File: config.mk
export PLATFORM = sky130hd
export DESIGN_NAME = hlclk_divider
export DESIGN_NICKNAME = d
export VERILOG_FILES = /design/src/rtl/hlclk_pkg.sv /design/src/rtl/hlclk_word_dec.sv /design/src/rtl/hlclk_phase_gen.sv /design/src/rtl/hlclk_half_stretch.sv /design/src/rtl/hlclk_divider.sv
export SDC_FILE = /design/constraint.sdc
export NUM_CORES = 1
export LEC_CHECK = 0
export ABC_AREA = 1
export BUFFER_PORTS_ARGS = -buffer_cell sky130_fd_sc_hd__clkbuf_2
export CAP_MARGIN = 20
export CORE_MARGIN = 2
export CORE_UTILIZATION = 62
export DETAILED_ROUTE_END_ITERATION = 10
export GPL_TIMING_DRIVEN = 0
export PLACE_DENSITY = 0.91
export RECOVER_POWER = 50
export SLEW_MARGIN = 20
export SYNTH_ARGS = -nofsm -noshare
export SYNTH_HDL_FRONTEND = slang
export SYNTH_SLANG_ARGS = --single-unit
File: constraint.sdc
create_clock -name clk_i -period 3.8 [get_ports clk_i]
set_clock_uncertainty 0.2 [all_clocks]
set_input_delay 0.76 -clock clk_i [delete_from_list [all_inputs] [get_ports clk_i]]
set_output_delay 0.76 -clock clk_i [all_outputs]
set_load 0.02 [all_outputs]
File: src/rtl/hlclk_pkg.sv
package hlclk_pkg;

    localparam int CNT_W     = 6;
    localparam int LEN_W     = CNT_W + 1;
    localparam int WORD_W    = 2 * CNT_W + 2;
    localparam int BYP_BIT   = 2 * CNT_W;
    localparam int EDGE_BIT  = 2 * CNT_W + 1;
    localparam int RATIO_MAX = 1 << LEN_W;
    localparam int RATIO_W   = LEN_W + 1;
    localparam int PK_W      = 24;
    localparam int PK_BYP    = 22;
    localparam int PK_EDGE   = 23;

    typedef logic [WORD_W-1:0] word_t;

    typedef struct packed {
        logic             valid;
        logic             bypass;
        logic             edge_f;
        logic [LEN_W-1:0] hi_len;
        logic [LEN_W-1:0] lo_len;
    } cfg_t;

    typedef enum logic [2:0] {
        ST_IDLE,
        ST_HIGH,
        ST_LOW,
        ST_BYP,
        ST_HALT
    } state_t;

    // A zero field stands for the largest count, half the largest ratio.
    function automatic logic [LEN_W-1:0] field_len(input logic [CNT_W-1:0] f);
        if (f == '0)
            return LEN_W'(RATIO_MAX / 2);
        return {1'b0, f};
    endfunction

    function automatic cfg_t decode_word(input word_t w);
        cfg_t c;
        logic [CNT_W-1:0] hf;
        logic [CNT_W-1:0] lf;
        hf       = w[2*CNT_W-1:CNT_W];
        lf       = w[CNT_W-1:0];
        c.bypass = w[BYP_BIT];
        c.edge_f = w[EDGE_BIT];
        c.hi_len = field_len(hf);
        c.lo_len = field_len(lf);
        if (c.bypass && c.edge_f)
            c.valid = 1'b0;
        else if (c.bypass)
            c.valid = (hf == CNT_W'(1)) && (lf == CNT_W'(1));
        else if (c.edge_f)
            c.valid = (c.lo_len == c.hi_len + LEN_W'(1));
        else
            c.valid = (c.lo_len == c.hi_len);
        return c;
    endfunction

    function automatic word_t encode_ratio(input logic [RATIO_W-1:0] n);
        word_t              w;
        logic [RATIO_W-1:0] h;
        logic [RATIO_W-1:0] l;
        w = '0;
        h = n >> 1;
        l = h + RATIO_W'(n[0]);
        if (n == '0 || n > RATIO_W'(RATIO_MAX)) begin
            w[BYP_BIT]  = 1'b1;
            w[EDGE_BIT] = 1'b1;
        end else if (n == RATIO_W'(1)) begin
            w[BYP_BIT] = 1'b1;
            w[CNT_W]   = 1'b1;
            w[0]       = 1'b1;
        end else begin
            w[2*CNT_W-1:CNT_W] = h[CNT_W-1:0];
            w[CNT_W-1:0]       = l[CNT_W-1:0];
            w[EDGE_BIT]        = n[0];
        end
        return w;
    endfunction

    function automatic logic [PK_W-1:0] pack_count(input word_t w);
        logic [PK_W-1:0] p;
        p              = '0;
        p[2*CNT_W-1:0] = w[2*CNT_W-1:0];
        p[PK_BYP]      = w[BYP_BIT];
        p[PK_EDGE]     = w[EDGE_BIT];
        return p;
    endfunction

endpackage

File: src/rtl/hlclk_word_dec.sv
module hlclk_word_dec
    import hlclk_pkg::*;
(
    input  logic  clk_i,
    input  logic  rst_i,
    input  word_t word_i,
    output cfg_t  cfg_o,
    output logic  err_o
);
    always_comb cfg_o = decode_word(word_i);

    always_ff @(posedge clk_i) begin
        if (rst_i)
            err_o <= 1'b0;
        else
            err_o <= !cfg_o.valid;
    end
endmodule

File: src/rtl/hlclk_phase_gen.sv
module hlclk_phase_gen
    import hlclk_pkg::*;
(
    input  logic   clk_i,
    input  logic   rst_i,
    input  logic   en_i,
    input  cfg_t   cfg_i,
    output state_t state_o,
    output logic   pos_o,
    output cfg_t   cfg_q_o
);
    logic [LEN_W-1:0] cnt;

    always_ff @(posedge clk_i) begin
        if (rst_i || !en_i) begin
            state_o <= ST_IDLE;
            pos_o   <= 1'b0;
            cnt     <= '0;
            cfg_q_o <= '0;
        end else begin
            case (state_o)
                ST_IDLE: begin
                    cfg_q_o <= cfg_i;
                    if (!cfg_i.valid) begin
                        state_o <= ST_HALT;
                    end else if (cfg_i.bypass) begin
                        state_o <= ST_BYP;
                    end else begin
                        state_o <= ST_HIGH;
                        pos_o   <= 1'b1;
                        cnt     <= LEN_W'(1);
                    end
                end
                ST_HIGH: begin
                    if (cnt == cfg_q_o.hi_len) begin
                        state_o <= ST_LOW;
                        pos_o   <= 1'b0;
                        cnt     <= LEN_W'(1);
                    end else begin
                        cnt <= cnt + LEN_W'(1);
                    end
                end
                ST_LOW: begin
                    if (cnt == cfg_q_o.lo_len) begin
                        state_o <= ST_HIGH;
                        pos_o   <= 1'b1;
                        cnt     <= LEN_W'(1);
                    end else begin
                        cnt <= cnt + LEN_W'(1);
                    end
                end
                default: begin
                    state_o <= state_o;
                end
            endcase
        end
    end
endmodule

File: src/rtl/hlclk_half_stretch.sv
module hlclk_half_stretch (
    input  logic clk_i,
    input  logic rst_i,
    input  logic pos_i,
    input  logic edge_i,
    input  logic byp_i,
    output logic out_o
);
    logic neg_q;

    always_ff @(negedge clk_i) begin
        if (rst_i)
            neg_q <= 1'b0;
        else
            neg_q <= pos_i;
    end

    assign out_o = (byp_i & clk_i) | pos_i | (edge_i & neg_q);
endmodule

File: src/rtl/hlclk_divider.sv
module hlclk_divider
    import hlclk_pkg::*;
(
    input  logic              clk_i,
    input  logic              rst_i,
    input  logic              en_i,
    input  logic [WORD_W-1:0] word_i,
    output logic              div_clk_o,
    output logic              cfg_err_o
);
    cfg_t   cfg_w;
    cfg_t   cfg_q_w;
    state_t state_w;
    logic   pos_w;

    hlclk_word_dec u_dec (
        .clk_i  (clk_i),
        .rst_i  (rst_i),
        .word_i (word_i),
        .cfg_o  (cfg_w),
        .err_o  (cfg_err_o)
    );

    hlclk_phase_gen u_gen (
        .clk_i   (clk_i),
        .rst_i   (rst_i),
        .en_i    (en_i),
        .cfg_i   (cfg_w),
        .state_o (state_w),
        .pos_o   (pos_w),
        .cfg_q_o (cfg_q_w)
    );

    hlclk_half_stretch u_str (
        .clk_i  (clk_i),
        .rst_i  (rst_i),
        .pos_i  (pos_w),
        .edge_i (cfg_q_w.edge_f),
        .byp_i  (state_w == ST_BYP),
        .out_o  (div_clk_o)
    );
endmodule

# After elaboration in Yosys (flattened, before gate mapping)
# Index checks and enable logic that the tools add are counted.
# word_totals
reg_bits,28
latchBits,0
ramBits,0
mem_bits_ro,0
in_bits,17
wordCells,63
mem_count,0
# op_classes
addsub,2
mul,0
n_div,0
magnitude_cmp,0
n_eq_ne,13
n_shift,0
muxes,24
bitwise,4
n_reduce_logical,12
# op_table
op,count
7-bit two-way mux,8
7-bit equality test,4
7-bit one-hot mux with 3 select lines,1
7-bit by 1-bit adder with 7-bit output (second input constant),2
6-bit by 1-bit equality test with 1-bit output (second input constant),2
6-bit logical NOT,2
1-bit two-way mux,9
3-bit two-way mux,3
3-bit one-hot mux with 3 select lines,1
3-bit by 2-bit equality test with 1-bit output (second input constant),2
2-bit by 1-bit != test with 1-bit output (second input constant),3
3-bit AND reduction,2
5-bit AND reduction,1
3-bit by 1-bit equality test with 1-bit output (second input constant),1
3-bit logical NOT,1
1-bit one-hot mux with 3 select lines,1
3-bit nonzero test,1
1-bit AND,2
1-bit logical AND,2
1-bit logical NOT,2
2-bit two-way mux,1
2-bit != test (second input constant),1
1-bit OR,2
1-bit logical OR,1

# Logic depth before layout (Yosys ltp)
# Gate-level depths: netlist of the first run.
# logic_depth
depth_word,10
mapped_depth,16
ltp_nobuf,16

# By module
# A second synthesis of the first run with hierarchy kept.
# unflattened
cells_unflattened,318
hier_area_um2,2006.9
# modules_own_cells
module,instances,cells_each,area_per_inst_um2
hlclk_phase_gen,1,212,1446.4
hlclk_word_dec,1,97,504.2
hlclk_half_stretch,1,7,46.3
hlclk_divider,1,2,10.0

==> flow_summary_export.csv, run 1 <==
group,metric,value,unit
flow_run,maxCapViolCount,0,
floorplan,die_area,3240,um^2
setup_path,path_class,"flip-flop to primary output",
clock_tree,cts-buffers-inserted,5,
clock_tree,clk_pin_slew,80,ps
placed_design,placed_cells,302,
yosys,yosys.area.top_type,"dfxtp_1",
yosys,synth_edf_count,0,
yosys,synth_commonest_cells,"nor2_1 (44), nand2_1 (41), dfxtp_1 (28)",
clock_tree,cts_setup_buffers,0,
placed_design,dp_slack,302,ps
setup_path,cp_num_buf_inv,1,
outcome,violations,"setup timing",
yosys,yosysMostFrequentCell,"nor2_1",
floorplan,coreArea,2710,um^2
floorplan,die_y,56.9,um
final_layout,diodes,0,
yosys,yosysUniqueCellTypes,28,
grt,antenna_found_initial,0,
setup_path,startpoint_type,"flip-flop",
route,highest_layer,"met4",
clock_tree,hold_buffers,0,
clock_tree,cts_tree,"built",
placed_design,hpwl,2890,um
route,wl_met3,184,um
grt,grt_max_degree,11,
route,viasPerCell,5.30,
placed_design,place_congestion,0.937,
route,m1WireLength,1770,um
yosys,synth_ff_type,"dfxtp_1",
setup_path,critPathMaxStageDelay,300,ps
yosys,synth-seq-cells,28,
clock_tree,clock-root-buffer,"clkbuf_4",
floorplan,die_w,56.9,um
yosys,yosysSeqAreaShare,0.323,
pwr,p_per_area,353,nW/um^2
floorplan,num_rows,19,
route,ant_nets,0,
timing,relSlewSlack,0.740,
placed_design,numPortBuffers,17,
setup_path,path_max_fanout,1,
timing,setup_viol,1,
setup_path,slowest_stage,"dfxtp_1",
outcome,outcome,"finished with violations",
timing,drv_slew,0,
setup_path,required,2840,ps
yosys,syn_inst,254,
grt,grt_pass1_wl,6360,um
route,route.vias.total,1643,
final_layout,nets,300,
clock_tree,clockBufferDepth,2,
timing,rsz0062_at_grt,"true",
route,firstDrtPassIters,4,
final_layout,drive_above_1_share,0.161,
route,drt-total-wl,3700,um
final_layout,fin_util,0.714,
final_layout,area_growth_syn_to_layout,11.5,%
grt,gr-total-overflow,0,
floorplan,ioPinCount,19,
setup_path,crit_path_end_kind,"primary output",
clock_tree,htreeDepth,2,
yosys,synth_area_leaders,"dfxtp_1 (32%), nor2_1 (9.5%), nand2_1 (8.9%), xor2_1 (8.1%), inv_1 (5.6%)",
final_layout,fin_cells,310,
yosys,syn_area,1740,um^2
yosys,ys.warnings.count,0,
setup_path,cp_cell_sequence,"a21oi_2, o41ai_2, buf_4",
route,routed-wl-met2,1690,um
floorplan,start_util,0.641,
yosys,syn_avg_cell_area,6.84,um^2
timing,tightest_slew,389,ps
grt,grt_pass1_vias,1501,
pwr,max-vdd-ir-drop,0.000376,V
route,wire_per_inst,11.9,um
setup_path,cp_top_family,"flip-flops",
worst_hold_path,hp-class,"flip-flop to flip-flop",
timing,worst_slack,-91.1,ps
setup_path,arrival,2930,ps
pwr,leakage,0.933,nW
route,drc_errors,0,
yosys,syn_nets,275,
route,drtIter0Drc,104,
yosys,synth_top_area_frac,0.323,
clock_tree,clk_latency,330,ps
grt,grt_usage,0.253,
yosys,synthArstFlopShare,0,
timing,hold_viol,0,
-- placed cells by master, fill, tap and decap left out, types with 5 or more instances in the layout --
cell      Yosys  routed
a21oi_1      17      16
nand4_1       6       6
nand3_1      12      12
nand2_2       7       7
inv_1        26      27
xor2_1       16      16
clkbuf_4      0       5
o21ai_0      19      19
nand2_1      41      41
clkbuf_2      1      16
nor2_1       44      44
dfxtp_1      28      28
clkbuf_1      3       5
xnor2_1       7       7
-- worst min-delay path: cells and delay by family, from the launching register on --
| kind | cells | cell delay (ps) |
|---|---|---|
| buffers and inverters | 1 | 70 |
| DFF | 1 | 320 |
| AOI/OAI and AO/OA | 1 | 60 |
-- layer usage --
metal / up-vias / track usage
met5: - / 0
met4: 0 / 0.0831
met3: 6 / 0.0737
met2: 23 / 0.401
met1: 756 / 0.333
li1: 858 / -
-- metrics by stage --
stage	hold WS, ps	total power, mW	cell area, um^2	setup TNS [ps]
floorplan	249	0.440	1740	0
global placement	268	0.479	1860	0
detailed placement	274	0.483	1860	0
CTS	299	0.689	1940	-117
global route	319	0.730	1940	-166
finish	298	0.683	1940	-91.1
-- cell type report --
class                   count  area (um^2)
multi-input cells         190         1040
fillers                   235          774
flip-flops and latches     28          561
inverters                  26         97.6
repair buffers             16         78.8
clock buffers               7         48.8
plain buffers               9         47.5
well taps                  31         38.8
clock inverters             3         25.0
-- power breakdown --
| group | internal (mW) | switching [mW] | total (mW) |
|---|---|---|---|
| clock | 0.106 | 0.107 | 0.213 |
| combinational | 0.0516 | 0.0945 | 0.146 |
| sequential | 0.311 | 0.0138 | 0.325 |
| total | 0.468 | 0.215 | 0.683 |
-- state kept, by name, summed over array words and instances (netlist names) --
name           count
u_gen.cfg_q_o     15
u_gen.cnt          7
u_gen.state_o      3
u_dec.err_o        1
u_gen.pos_o        1
u_str.neg_q        1
-- worst paths after layout --
| path | slack, ps | cells past startpoint | end | from |
|---|---|---|---|---|
| setup / recovery | -90 | 3 | div_clk_o | u_str.neg_q |
| hold reg to reg | 300 | 2 | u_gen.pos_o | u_gen.pos_o |
| hold / removal | 300 | 2 | u_gen.pos_o | u_gen.pos_o |
| setup reg to reg | 1190 | 2 | u_str.neg_q | u_gen.pos_o |
-- cell families after synthesis --
kind of cell | after synthesis | synth area share
adders and majority gates | 4 | 0.0288
and+or+nand+nor | 123 | 0.325
buffers and inverters | 36 | 0.0857
AOI/OAI and AO/OA | 40 | 0.122
DFF | 28 | 0.323
xor gates and xnor gates | 23 | 0.116
-- what timing repair did --
| action | in CTS | in global routing |
|---|---|---|
| setup endpoints to repair | 1 | 1 |
| pin swaps | 1 | 0 |
| gates resized for setup | 3 | 1 |
Power figures use the tool's default switching activity.
==> inputs of run 2 (changes only) <==
==> constraint.sdc (replaced) <==
create_clock -name clk_i -period 3.8 [get_ports clk_i]
set_clock_uncertainty 0.2 [all_clocks]
set_input_delay 0.38 -clock clk_i [delete_from_list [all_inputs] [get_ports clk_i]]
set_output_delay 0.38 -clock clk_i [all_outputs]
set_load 0.02 [all_outputs]
==> run 2 against run 1 <==
  * The flow now finishes without violations
  * Power is 1.5% lower
  * Global-route usage about the same
  * Flip-flop and latch count is the same
  * Cell count is the same
  * Wire length increased by 0.24%
  * Via count up 2.1%
  * Final area fell by 2.6%
  * Setup slack better by 370 ps
  * Critical endpoint unchanged
==> flow_summary_export.csv, run 2 (same netlist as run 1, synthesis figures left out) <==
group,metric,value,unit
floorplan,ioPinCount,19,
pwr,max-vdd-ir-drop,0.000369,V
setup_path,reg2reg_depth,2,
floorplan,num_rows,19,
final_layout,area_growth_syn_to_layout,8.57,%
grt,gr-total-overflow,0,
grt,grt_usage,0.254,
grt,grt_pass1_wl,6390,um
grt,grt_max_degree,11,
clock_tree,cts-buffers-inserted,5,
timing,fin_tns_setup,0,ps
setup_path,rr_endpoint,"u_str.neg_q",
timing,relSlewSlack,0.749,
floorplan,die_area,3240,um^2
setup_path,path_max_fanout,1,
pwr,p_per_area,357,nW/um^2
clock_tree,hold_buffers,0,
clock_tree,cts_setup_buffers,0,
grt,grt_pass1_vias,1517,
placed_design,place_congestion,0.937,
worst_hold_path,holdPathEnd,"u_dec.err_o",
route,wire_per_inst,11.9,um
worst_hold_path,hp-class,"primary input to flip-flop",
placed_design,hpwl,2890,um
final_layout,fin_cells,310,
timing,worst_slack,281,ps
setup_path,arrival,2940,ps
outcome,outcome,"finished, final reports clean",
grt,antenna_found_initial,0,
placed_design,dp_slack,682,ps
timing,hold_viol,0,
setup_path,path_class,"flip-flop to primary output",
final_layout,stdcell_area,1890,um^2
route,drt-total-wl,3700,um
route,firstDrtPassIters,4,
clock_tree,clk_latency,330,ps
final_layout,max_flop_register,"u_gen.cfg_q_o",
floorplan,die_y,56.9,um
route,drc_errors,0,
clock_tree,clock-root-buffer,"clkbuf_4",
route,route.vias.total,1677,
setup_path,required,3220,ps
timing,rsz0062_at_grt,"false",
setup_path,worstReg2RegStart,"u_gen.pos_o",
placed_design,placed_cells,302,
setup_path,startpoint_type,"flip-flop",
clock_tree,cts.repair.resized,0,
clock_tree,clockBufferDepth,2,
worst_hold_path,holdCritStartpoint,"rst_i",
clock_tree,clk_pin_slew,90,ps
floorplan,coreArea,2710,um^2
timing,holdWs,36.8,ps
placed_design,place_area,1860,um^2
pwr,leakage,0.920,nW
final_layout,final_cell_mix,"nor2_1 (45), nand2_1 (45), dfxtp_1 (28)",
final_layout,top_regs,"u_gen.cfg_q_o (15), u_gen.cnt (7), u_gen.state_o (3)",
route,viasPerCell,5.41,
setup_path,regToRegSetupSlack,1210,ps
clock_tree,htreeDepth,2,
floorplan,start_util,0.641,
final_layout,largest_reg_flops,15,
timing,drv_slew,0,
setup_path,crit_path_end_kind,"primary output",
route,drtIter0Drc,112,
floorplan,die_w,56.9,um
route,ant_nets,0,
final_layout,diodes,0,
clock_tree,cts_tree,"built",
timing,tightest_slew,377,ps
timing,setup_viol,0,
final_layout,drive_above_1_share,0.129,
final_layout,nets,300,
placed_design,numPortBuffers,17,
flow_run,maxCapViolCount,0,
worst_hold_path,holdPathStages,2,
[run 2: cell count changes in the layout (fill, tap and decap cells not counted), sizes merged]
| cell | before | now |
|---|---|---|
| buf | 6 | 5 |
| clkbuf | 26 | 27 |
[run 2: per-layer routing]
metal / global-route usage / share of wire / vias up
met3: 0.0760 / 0.053 / 6
met4: 0.0897 / 0.013 / 0
li1: - / - / 859
met1: 0.331 / 0.47 / 774
met5: 0 / 0 / -
met2: 0.399 / 0.46 / 38
[run 2: final cells by class]
type                    count  area [um^2]
plain buffers               9         47.5
clock buffers               7         46.3
clock inverters             3         25.0
fillers                   243          825
inverters                  26         97.6
multi-input cells         190          992
flip-flops and latches     28          561
well taps                  31         38.8
repair buffers             16         77.6
[run 2: where the power goes]
part | leakage (nW) | switching, mW | internal (mW) | total (mW)
logic | 0.637 | 0.0899 | 0.0488 | 0.139
registers | 0.229 | 0.0134 | 0.311 | 0.324
clock network | 0.0543 | 0.106 | 0.105 | 0.210
total | 0.920 | 0.209 | 0.464 | 0.673
[run 2: critical path, stage by stage (launching register included)]
cell and delay [ps]:
dfxtp_1 290, a21oi_1 130, o41ai_1 90, clkbuf_2 160
[run 2: worst max path at each step]
stage | from | end
2_1_floorplan | u_str.neg_q | div_clk_o
3_3_place_gp | u_str.neg_q | div_clk_o
3_5_place_dp | u_str.neg_q | div_clk_o
4_1_cts | u_str.neg_q | div_clk_o
5_1_grt | u_str.neg_q | div_clk_o
6_report | u_str.neg_q | div_clk_o
[run 2: metrics by stage]
| stage | power, mW | utilization |
|---|---|---|
| global placement | 0.479 | 0.687 |
| global route | 0.719 | 0.696 |
| detailed placement | 0.483 | 0.687 |
| CTS | 0.685 | 0.710 |
| floorplan | 0.440 | - |
| finish | 0.673 | 0.696 |
==> inputs of run 3 (changes only) <==
CORE_UTILIZATION = 65   (was 62)
CTS_BUF_LIST = sky130_fd_sc_hd__clkbuf_8   (was default)
PLACE_DENSITY = 0.94   (was 0.91)
==> run 3 against run 2 <==
  * Clock power rose by 17%
  * Highest routed layer unchanged
  * Die area is 4.3% lower
  * Sequential share of layout area fell by 0.71 points
  * Worst hold slack improved by 52 ps
  * Combinational power rose by 6%
  * Power rose by 6.6%
  * Utilization is 7.7 points higher
  * Critical endpoint unchanged
  * Wire length rose by 6.7%
==> flow_summary_export.csv, run 3 (same netlist as run 1, synthesis figures left out) <==
group,metric,value,unit
final_layout,drive_above_1_share,0.154,
clock_tree,cts-buffers-inserted,5,
pwr,leakage,0.934,nW
timing,drv_slew,0,
final_layout,stdcell_area,1930,um^2
final_layout,top_regs,"u_gen.cfg_q_o (15), u_gen.cnt (7), u_gen.state_o (3)",
placed_design,hpwl,3060,um
final_layout,fin_cells,310,
setup_path,arrival,2910,ps
flow_run,maxCapViolCount,0,
floorplan,die_area,3100,um^2
setup_path,reg2reg_depth,2,
clock_tree,clk_latency,280,ps
setup_path,required,3220,ps
timing,hold_viol,0,
grt,grt_usage,0.273,
final_layout,max_flop_register,"u_gen.cfg_q_o",
floorplan,ioPinCount,19,
placed_design,numPortBuffers,17,
route,route.vias.total,1680,
setup_path,path_max_fanout,1,
timing,holdWs,88.7,ps
floorplan,coreArea,2500,um^2
worst_hold_path,holdCritStartpoint,"rst_i",
outcome,outcome,"finished, final reports clean",
final_layout,largest_reg_flops,15,
timing,relSlewSlack,0.703,
clock_tree,cts.repair.resized,0,
route,ant_nets,0,
clock_tree,htreeDepth,2,
final_layout,nFillCells,197,
grt,gr-total-overflow,0,
placed_design,placed_cells,301,
final_layout,area_growth_syn_to_layout,11.2,%
clock_tree,cts_tree,"built",
final_layout,diodes,0,
setup_path,path_class,"flip-flop to primary output",
grt,grt_max_degree,11,
grt,antenna_found_initial,0,
grt,grt_pass1_wl,6730,um
pwr,max-vdd-ir-drop,0.000343,V
final_layout,layout_commonest_cell,"nor2_1",
clock_tree,clockBufferDepth,2,
timing,worst_slack,314,ps
setup_path,crit_path_end_kind,"primary output",
floorplan,die_y,55.7,um
setup_path,regToRegSetupSlack,1210,ps
timing,fin_tns_setup,0,ps
route,firstDrtPassIters,4,
timing,setup_viol,0,
setup_path,cp-startpoint,"u_str.neg_q",
placed_design,place_congestion,0.885,
setup_path,startpoint_type,"flip-flop",
placed_design,dp_slack,670,ps
clock_tree,cts_setup_buffers,0,
worst_hold_path,hp-class,"primary input to flip-flop",
final_layout,final_cell_mix,"nor2_1 (44), nand2_1 (41), inv_1 (28), dfxtp_1 (28), o21ai_0 (19)",
worst_hold_path,holdPathStages,2,
timing,rsz0062_at_grt,"false",
final_layout,nets,300,
grt,grt_pass1_vias,1578,
placed_design,place_area,1860,um^2
worst_hold_path,holdPathEnd,"u_dec.err_o",
floorplan,start_util,0.695,
route,drt-total-wl,3950,um
setup_path,worstReg2RegStart,"u_gen.pos_o",
timing,tightest_slew,444,ps
route,wire_per_inst,12.7,um
pwr,p_per_area,371,nW/um^2
clock_tree,clk_pin_slew,60,ps
setup_path,rr_endpoint,"u_str.neg_q",
floorplan,die_w,55.7,um
route,drc_errors,0,
floorplan,num_rows,18,
route,viasPerCell,5.42,
clock_tree,clock-root-buffer,"clkbuf_8",
route,drtIter0Drc,80,
clock_tree,hold_buffers,0,
[run 3: cell types whose count changed in the layout (fill, tap and decap cells not counted), sizes merged]
cell and change:
bufinv -1, clkbuf -1, clkinv +1, clkinvlp +1
inv +1
[run 3: area by class of cell]
cell class / instances / area, um^2 / share of cell area
multi-input combinational: 190 / 1010 / 0.525
tap: 30 / 37.5 / 0.0194
clock inverter: 5 / 21.3 / 0.0110
timing repair buffer: 16 / 78.8 / 0.0408
buffer: 9 / 47.5 / 0.0246
sequential: 28 / 561 / 0.290
clock buffer: 6 / 73.8 / 0.0382
inverter: 26 / 97.6 / 0.0505
[run 3: per-layer routing]
layer  share of wire  GRT usage  up-vias
met3           0.060     0.0814       11
met5               0          0        -
met1            0.44      0.330      774
met4           0.018      0.115        0
met2            0.48      0.449       41
li1                -          -      854
[run 3: power breakdown]
part           internal (mW)  total (mW)  switching, mW  leakage (nW)
Sequential             0.311       0.324         0.0127         0.229
Clock                  0.127       0.246          0.119        0.0627
Combinational         0.0512       0.148         0.0966         0.643
[run 3: worst max path at each step]
stage / endpoint / slack (ps) / depth (start not counted)
2_1_floorplan: div_clk_o / 750 / 2
3_3_place_gp: div_clk_o / 680 / 3
3_5_place_dp: div_clk_o / 670 / 3
4_1_cts: div_clk_o / 310 / 3
5_1_grt: div_clk_o / 280 / 3
6_report: div_clk_o / 310 / 3
[run 3: worst max-delay path, cell delays in order (launching register included)]
cell and delay (ps):
dfxtp_1 300, a21oi_1 130, o41ai_1 80, clkbuf_2 160
[run 3: per-stage QoR]
| stage | power [mW] | util |
|---|---|---|
| 5_1_grt | 0.757 | 0.773 |
| 2_1_floorplan | 0.440 | - |
| 3_5_place_dp | 0.484 | 0.744 |
| 6_report | 0.718 | 0.773 |
| 3_3_place_gp | 0.478 | 0.744 |
| 4_1_cts | 0.719 | 0.778 |
